==> src/rtl/bat_pkg.sv <==
package bat_pkg;
  parameter int NUM_ENTRIES = 4;
  localparam int IDX_W    = $clog2(NUM_ENTRIES);
  localparam int WORD_W   = 32;
  localparam int WADDR_W  = IDX_W + 2;
  localparam int NUM_SIDES = 2;
  // compare field geometry
  localparam int BLK_LO   = 17;
  localparam int BLK_HI   = 27;
  localparam int BLK_W    = BLK_HI - BLK_LO + 1;
  localparam int LEN_LO   = 2;
  localparam int PAGE_LO  = 12;

  typedef struct packed {
    logic             wrUpper;
    logic             wrLower;
    logic             wrDataSide;
    logic [IDX_W-1:0] wrIdx;
    logic             lookData;
    logic             bypass;
  } batCtrl_t;
endpackage

==> src/rtl/bat_ctrl.sv <==
module bat_ctrl
  import bat_pkg::*;
(
  input  logic               wrEn,
  input  logic [WADDR_W-1:0] wrAddr,
  input  logic               isCode,
  input  logic               codeXlateEn,
  input  logic               dataXlateEn,
  output batCtrl_t           ctrl
);
  always_comb begin
    ctrl.wrUpper    = wrEn & ~wrAddr[0];
    ctrl.wrLower    = wrEn &  wrAddr[0];
    ctrl.wrDataSide = wrAddr[WADDR_W-1];
    ctrl.wrIdx      = wrAddr[IDX_W:1];
    ctrl.lookData   = ~isCode;
    ctrl.bypass     = isCode ? ~codeXlateEn : ~dataXlateEn;
  end
endmodule

==> src/rtl/bat_datapath.sv <==
module bat_datapath
  import bat_pkg::*;
(
  input  logic              clk,
  input  logic              rstN,
  input  batCtrl_t          ctrl,
  input  logic [WORD_W-1:0] wrData,
  input  logic [WORD_W-1:0] effAddr,
  input  logic              userMode,
  input  logic              isWrite,
  output logic              hit,
  output logic [WORD_W-1:0] physPage,
  output logic              canRead,
  output logic              canWrite,
  output logic              accessOk
);
  logic [WORD_W-1:0] upperW [NUM_SIDES][NUM_ENTRIES];
  logic [WORD_W-1:0] lowerW [NUM_SIDES][NUM_ENTRIES];

  always_ff @(posedge clk or negedge rstN) begin
    if (!rstN) begin
      for (int s = 0; s < NUM_SIDES; s++)
        for (int e = 0; e < NUM_ENTRIES; e++) begin
          upperW[s][e] <= '0;
          lowerW[s][e] <= '0;
        end
    end else begin
      if (ctrl.wrUpper) upperW[ctrl.wrDataSide][ctrl.wrIdx] <= wrData;
      if (ctrl.wrLower) lowerW[ctrl.wrDataSide][ctrl.wrIdx] <= wrData;
    end
  end

  logic [NUM_ENTRIES-1:0] entHit;
  logic [WORD_W-1:0]      entPhys [NUM_ENTRIES];
  logic [1:0]             entProt [NUM_ENTRIES];

  for (genvar g = 0; g < NUM_ENTRIES; g++) begin : g_entry
    logic [WORD_W-1:0] upW, loW;
    logic [BLK_W-1:0]  lenMask;
    logic              privOk;
    assign upW     = upperW[ctrl.lookData][g];
    assign loW     = lowerW[ctrl.lookData][g];
    assign lenMask = upW[LEN_LO +: BLK_W];
    assign privOk  = userMode ? upW[0] : upW[1];
    assign entHit[g] = privOk
                     && (effAddr[WORD_W-1:BLK_HI+1] == upW[WORD_W-1:BLK_HI+1])
                     && ((effAddr[BLK_HI:BLK_LO] & ~lenMask) == upW[BLK_HI:BLK_LO]);
    assign entPhys[g] = {loW[WORD_W-1:BLK_HI+1],
                         (effAddr[BLK_HI:BLK_LO] & lenMask) | loW[BLK_HI:BLK_LO],
                         effAddr[BLK_LO-1:PAGE_LO],
                         {PAGE_LO{1'b0}}};
    assign entProt[g] = loW[1:0];
  end

  always_comb begin
    hit      = 1'b0;
    physPage = '0;
    canRead  = 1'b0;
    canWrite = 1'b0;
    if (ctrl.bypass) begin
      hit      = 1'b1;
      physPage = {effAddr[WORD_W-1:PAGE_LO], {PAGE_LO{1'b0}}};
      canRead  = 1'b1;
      canWrite = 1'b1;
    end else begin
      for (int i = NUM_ENTRIES - 1; i >= 0; i--) begin
        if (entHit[i]) begin
          hit      = 1'b1;
          physPage = entPhys[i];
          canWrite = entProt[i][1];
          canRead  = entProt[i][1] | entProt[i][0];
        end
      end
    end
    accessOk = hit & (isWrite ? canWrite : canRead);
  end
endmodule

==> src/rtl/bat_matcher.sv <==
module bat_matcher
  import bat_pkg::*;
(
  input  logic               clk,
  input  logic               rstN,
  input  logic               wrEn,
  input  logic [WADDR_W-1:0] wrAddr,
  input  logic [WORD_W-1:0]  wrData,
  input  logic [WORD_W-1:0]  effAddr,
  input  logic               isCode,
  input  logic               isWrite,
  input  logic               userMode,
  input  logic               codeXlateEn,
  input  logic               dataXlateEn,
  output logic               hit,
  output logic [WORD_W-1:0]  physPage,
  output logic               canRead,
  output logic               canWrite,
  output logic               accessOk
);
  batCtrl_t ctrl;

  bat_ctrl ctrl_i (
    .wrEn(wrEn), .wrAddr(wrAddr), .isCode(isCode),
    .codeXlateEn(codeXlateEn), .dataXlateEn(dataXlateEn), .ctrl(ctrl)
  );

  bat_datapath dp_i (
    .clk(clk), .rstN(rstN), .ctrl(ctrl), .wrData(wrData), .effAddr(effAddr),
    .userMode(userMode), .isWrite(isWrite), .hit(hit), .physPage(physPage),
    .canRead(canRead), .canWrite(canWrite), .accessOk(accessOk)
  );
endmodule

==> config.mk <==
export PLATFORM = sky130hd
export DESIGN_NAME = bat_matcher
export DESIGN_NICKNAME = d
export VERILOG_FILES = /design/src/rtl/bat_pkg.sv /design/src/rtl/bat_ctrl.sv /design/src/rtl/bat_datapath.sv /design/src/rtl/bat_matcher.sv
export SDC_FILE = /design/constraint.sdc
export NUM_CORES = 1
export LEC_CHECK = 0
export BUFFER_PORTS_ARGS = -buffer_cell sky130_fd_sc_hd__buf_2
export CORE_MARGIN = 1
export CORE_UTILIZATION = 54
export CTS_CLUSTER_SIZE = 8
export DETAILED_ROUTE_END_ITERATION = 10
export GPL_TIMING_DRIVEN = 0
export PLACE_DENSITY = 0.81
export SLEW_MARGIN = 20
export SYNTH_ARGS = -nofsm -noshare
export SYNTH_HDL_FRONTEND = slang
export SYNTH_SLANG_ARGS = --single-unit
==> constraint.sdc <==
create_clock -name clk -period 5.05 [get_ports clk]
set_clock_uncertainty 0.15 [all_clocks]
set_input_delay 1.01 -clock clk [delete_from_list [all_inputs] [get_ports clk]]
set_output_delay 1.01 -clock clk [all_outputs]
set_load 0.02 [all_outputs]
## Yosys cells after proc, flatten, opt, wreduce, memory -nomap -nowiden

Cells that the tools add are included.

| storage, ports and cells | value |
|---|---|
| register bits | 512 |
| output and inout port bits | 36 |
| word-level logic and storage cells | 107 |

| cells by class | value |
|---|---|
| $lt $le $gt $ge | 5 |
| equality and inequality tests | 8 |
| multiplexer cells | 38 |
| bitwise operators | 30 |
| reduce and logical (&&, ||, !) cells | 10 |

Operator list:

| operator | number |
|---|---|
| 2-to-1 mux 128 bit | 7 |
| bitwise mux 256 bit | 2 |
| 2-to-1 mux 32 bit | 6 |
| demux 128 bit (select 1 bit) | 1 |
| bitwise AND 11 bit | 8 |
| demux 32 bit (select 2 bit) | 1 |
| equality test 11 bit | 4 |
| NOT 11 bit | 4 |
| OR 11 bit | 4 |
| 2-to-1 mux 1 bit | 21 |
| equality test 4 bit | 4 |
| logical AND 1 bit | 10 |
| >= comparator 2 bit, second input constant | 2 |
| NOT 1 bit | 4 |
| NOT 1 -> 2 bit | 2 |
| OR 1 bit | 4 |
| bitwise AND 1 bit | 3 |
| >= comparator 3 bit, second input constant | 1 |
| < comparator 3 x 1 -> 1 bit, second input constant | 1 |
| NOT 2 -> 3 bit | 1 |
| < comparator 2 x 1 -> 1 bit, second input constant | 1 |

## Depth between registers and ports, before layout

| depth | value |
|---|---|
| depth after elaboration | 16 |
| depth in mapped cells | 14 |
| mapped depth without buffers | 8 |

## Modules after synthesis

Synthesis repeated with hierarchy kept, for this count alone.

| unflattened totals | value |
|---|---|
| cell total of the unflattened synthesis | 1502 |
| area, all modules | 17989.8 um^2 |

By module, submodules not included:

| module | instances | cells each | area each (um^2) |
|---|---|---|---|
| bat_datapath | 1 | 1495 | 17937.2 |
| bat_ctrl | 1 | 7 | 52.6 |

## Least setup slack after synthesis

OpenSTA, ideal clock, no wires.

| path | value |
|---|---|
| path kind | input-to-output |
| from | input isCode |
| to | output accessOk |
| data arrival time | 3.406 ns |
| setup slack | 0.484 ns |
| cell stages on the path | 11 |
| buffers on the path | 3 |
| cells stage by stage | buf_6 -> buf_6 -> buf_6 -> mux2i_1 -> xor2_1 -> nand4_1 -> nor4_4 -> nand3_2 -> a311o_1 -> a311o_1 -> mux2_2 |

| between the ends | value |
|---|---|
| cells in the longest elaborated chain, start to end | 16 |

Ends and longest elaborated chain:

| element | line | text |
|---|---|---|
| start: declaration | bat_matcher.sv:10 | `input logic isCode,` |
| NOT 1 bit | bat_ctrl.sv:16 | `ctrl.lookData = ~isCode;` |
| NOT 1 -> 2 bit (not written as such) | bat_datapath.sv:41, bat_datapath.sv:42 |  |
| 2-to-1 mux 128 bit (not written as such) (3 in series) | bat_datapath.sv:41 | `assign upW = upperW[ctrl.lookData][g];` |
| NOT 11 bit | bat_datapath.sv:47 | `&& ((effAddr[BLK_HI:BLK_LO] & ~lenMask) == upW[BLK_HI:BLK_LO]);` |
| bitwise AND 11 bit | bat_datapath.sv:47 |  |
| equality test 11 bit | bat_datapath.sv:47 |  |
| logical AND 1 bit | bat_datapath.sv:47 |  |
| 2-to-1 mux 1 bit (4 in series) | bat_datapath.sv:67 | `if (entHit[i]) begin` |
| 2-to-1 mux 1 bit * | bat_datapath.sv:60 | `if (ctrl.bypass) begin` |
| via canWrite | bat_matcher.sv:18 | `output logic canWrite,` |
| 2-to-1 mux 1 bit * | bat_datapath.sv:75 | `accessOk = hit & (isWrite ? canWrite : canRead);` |
| bitwise AND 1 bit * | bat_datapath.sv:75 |  |
| end: declaration | bat_matcher.sv:19 | `output logic accessOk` |

The timed path passes the listed nets; every way through them passes the cells marked *. The select of a mux whose other input is x is not followed.

## Final worst setup path

| path | value |
|---|---|
| from | input isCode |
| to | output physPage[21] |

| between the ends | value |
|---|---|
| cells in the longest elaborated chain, start to end | 14 |

Ends and longest elaborated chain:

| element | line | text |
|---|---|---|
| NOT 1 bit | bat_ctrl.sv:16 |  |
| NOT 1 -> 2 bit (not written as such) | bat_datapath.sv:41, bat_datapath.sv:42 |  |
| 2-to-1 mux 128 bit (not written as such) (3 in series) | bat_datapath.sv:41 |  |
| NOT 11 bit | bat_datapath.sv:47 |  |
| bitwise AND 11 bit | bat_datapath.sv:47 |  |
| equality test 11 bit | bat_datapath.sv:47 |  |
| logical AND 1 bit | bat_datapath.sv:47 |  |
| 2-to-1 mux 32 bit (4 in series) | bat_datapath.sv:67 |  |
| 2-to-1 mux 32 bit * | bat_datapath.sv:60 |  |
| end: declaration | bat_matcher.sv:16 | `output logic [WORD_W-1:0] physPage,` |

Mark *: on every way between the ends. The rest lies on a longest branch, timed or not. The select of a mux whose other input is x is not followed.

==> flow_summary.yaml <==
status:
  outcome: "complete, but fails checks"
  violations: "setup timing"
clocking:
  root_buffer: "clkbuf_16"
  cts.path.max_buffers: 3
  clkSinkCount: 360
  cts_tree: "done"
  clk_latency_ns: 0.57
  clk_pin_slew_ns: 0.05
  htree_num_levels: 2
  cts_buffers: 50
power:
  cellLeakagePower_nw: 8.74
  total_power_mw: 9.04
  pwr-share-seq_pct: 45.6
  netSwitchingFraction_pct: 30.9
  p_switching_mw: 2.79
  internal_power_mw: 6.25
  pwr-share-comb_pct: 21.8
  p_clk_share_pct: 32.6
  vdd_drop_max_uv: 357
  p_per_area_nw_per_um2: 431
setup_path:
  arrival_ns: 3.95
  rrSetupSlack_ns: 3.93
  path_class: "in2out"
  critical-path-slowest-cell: "clkbuf_2"
  slowest_delay_ns: 0.49
  reg2regPathDepth: 1
  r2r_end: "dp_i.upperW[67]"
  crit_path_max_fanout: 10
  r2r_start: "dp_i.upperW[67]"
  cp_top_family: "buffers and inverters"
  path_common_cell: "buf_4"
  critical_path_required_ns: 3.89
  crit_path_cell_trace: "buf_12 > buf_12 > buf_4 > buf_6 > buf_4 > buf_4 > buf_2 > clkbuf_2 > a211oi_1 > o21ai_0 > a31oi_4 > buf_4"
  cp-start-kind: "primary input"
  worstSetupEndpointType: "output port"
  crit_buf_inv: 9
logic_synthesis:
  synth_largest_area_cell: "dfrtp_1"
  syn_inst: 1480
  synth_edf_count: 0
  synthFlopType: "dfrtp_1"
  yosysWarnings: 0
  synth-seq-cells: 360
  netlist_area_um2: 17800
  synth_top_area_share_pct: 50.7
  postSynthAreaPerCell_um2: 12.0
  synthArstFlopShare_pct: 100
  ys_types: 53
  synthTopCellsByArea: "dfrtp_1 51%, mux2_2 23%, a211oi_1 3.4%, a21oi_1 2.1%, o21ai_0 2.1%"
  synth_seq_area_share_pct: 50.7
timing:
  fin_ws_ns: -0.0555
  rsz0062_at_grt: "true"
  tightestPinTransition_ns: 1.25
  finalHoldViolCount: 0
  period_share_pct: 101
  max_freq_mhz: 196
  drv_slew: 0
  setup_viol: 3
  tns_ns: -0.0876
  slew_headroom_pct: 16.8
  layout_min_cycle_time_ns: 5.11
global_route:
  antenna_found_initial: 2
  track_usage_pct: 40.9
  grt_max_degree: 101
  grt_first_pass_wirelength_um: 97000
  grt_pass1_vias: 14245
  overflow: 0
placed_design:
  place_inst: 2020
  dp_hpwl_um: 46300
  port_buffers: 75
  place_congestion: 1.09
  dpl-instance-area_um2: 18900
final_layout:
  num-fill-cells: 2426
  final_cell_mix: "368 x mux2_2, 360 x dfrtp_1, 72 x a211oi_1, 72 x buf_2, 70 x a21oi_1"
  final_core_util_pct: 64.7
  final_cell_area_um2: 21000
  fin_cells: 2089
  nNetsFinal: 1721
  final_common_cell: "mux2_2"
  final_layout_size_suffix_gt1_share_pct: 39.5
  syn_to_final_growth_pct: 18.2
drt:
  first_pass_iters: 6
  drtIter0Drc: 1759
  final_antenna_net_count: 0
  wirelength_um: 67300
  drcViolationCount: 0
  vias: 14222
  wire_per_inst_um: 32.2
  routed_via_density: 6.81
die:
  dieWidth_um: 183
  start_util_pct: 54.7
  die_y_um: 183
  rows: 66
  dieArea_um2: 33600
  ioPinCount: 112
  design.core.area_um2: 32500
flow_run:
  drv_cap: 0
worst_hold_path:
  worstHoldPathType: "in2async"
layout make-up:
cell class	count	area (um^2)	share of cell area, %
Tap cell	442	553	2.63
Clock buffer	50	1250	5.96
Timing Repair Buffer	104	726	3.46
Multi-Input combinational cell	1007	8620	41.1
Antenna cell	1	2.50	0.0119
Inverter	11	41.3	0.197
Buffer	111	759	3.62
Sequential cell	360	9010	42.9
Clock inverter	3	33.8	0.161
layer usage:
metal	share of wire, %	GRT usage [%]	vias up
met5	0	2.07	-
met4	6.6	25.7	0
met3	11	12.6	255
met1	37	51.5	7237
met2	45	61.5	930
li1	-	-	5800
logic make-up (layout without fill, tap and decap cells):
kind of cell	Yosys count	after routing	synth area share, %
and+or+nand+nor	261	261	8.31
buffers and inverters	124	279	3.18
other	1	13	0.0211
AOI/OAI and AO/OA	310	310	11.1
muxes	397	397	25.4
DFF	360	360	50.7
xor gates and xnor gates	27	27	1.33
Yosys cell counts (12+ instances only):
cell / count
a31oi_1: 25
buf_2: 13
xor2_1: 17
nor3_1: 52
o21ai_0: 73
a211oi_1: 80
mux2_2: 369
nand2b_1: 51
nor2_1: 34
nand2_1: 26
a21oi_1: 75
a22oi_1: 12
buf_4: 14
clkbuf_1: 78
mux2i_1: 22
nand4_1: 25
dfrtp_1: 360
nor3b_1: 29
per-stage QoR:
step	hold WS [ns]	setup WS, ns
global placement	0.331	-4.08
detailed placement	0.338	-1.70
finish	0.255	-0.0555
global route	0.309	-0.0367
CTS	0.296	0.00525
floorplan	0.322	0.484
worst max-delay path by stage:
stage	depth (start not counted)	end	start
after floorplan	11	accessOk	isCode
after global placement	1	dp_i.lowerW[216]	rstN
after detailed placement	12	physPage[21]	effAddr[18]
after CTS	12	physPage[26]	effAddr[18]
after global routing	13	accessOk	isCode
final	12	physPage[21]	isCode
sequential cells by signal, summed over array words and instances (netlist names):
signal / cells
dp_i.upperW: 224
dp_i.lowerW: 136
timing repair:
| item | in CTS | in global routing |
|---|---|---|
| endpoints found under the setup margin | 24 | 21 |
| pin swaps | 14 | 15 |
| gates resized for setup | 130 | 49 |
| cloned | 0 | 2 |
| buffers inserted | 8 | 7 |
| hold buffers | 0 | 0 |
power groups by stage:
stage	logic (mW)	clock network (mW)	registers, mW
after floorplan	1.24	0	3.92
after global placement	1.73	0	4.08
final	1.98	2.94	4.12
after CTS	1.89	2.95	4.09
after detailed placement	1.80	0	4.11
after global routing	2.08	3.07	4.18
No activity file was read; power rests on OpenSTA's default activity.
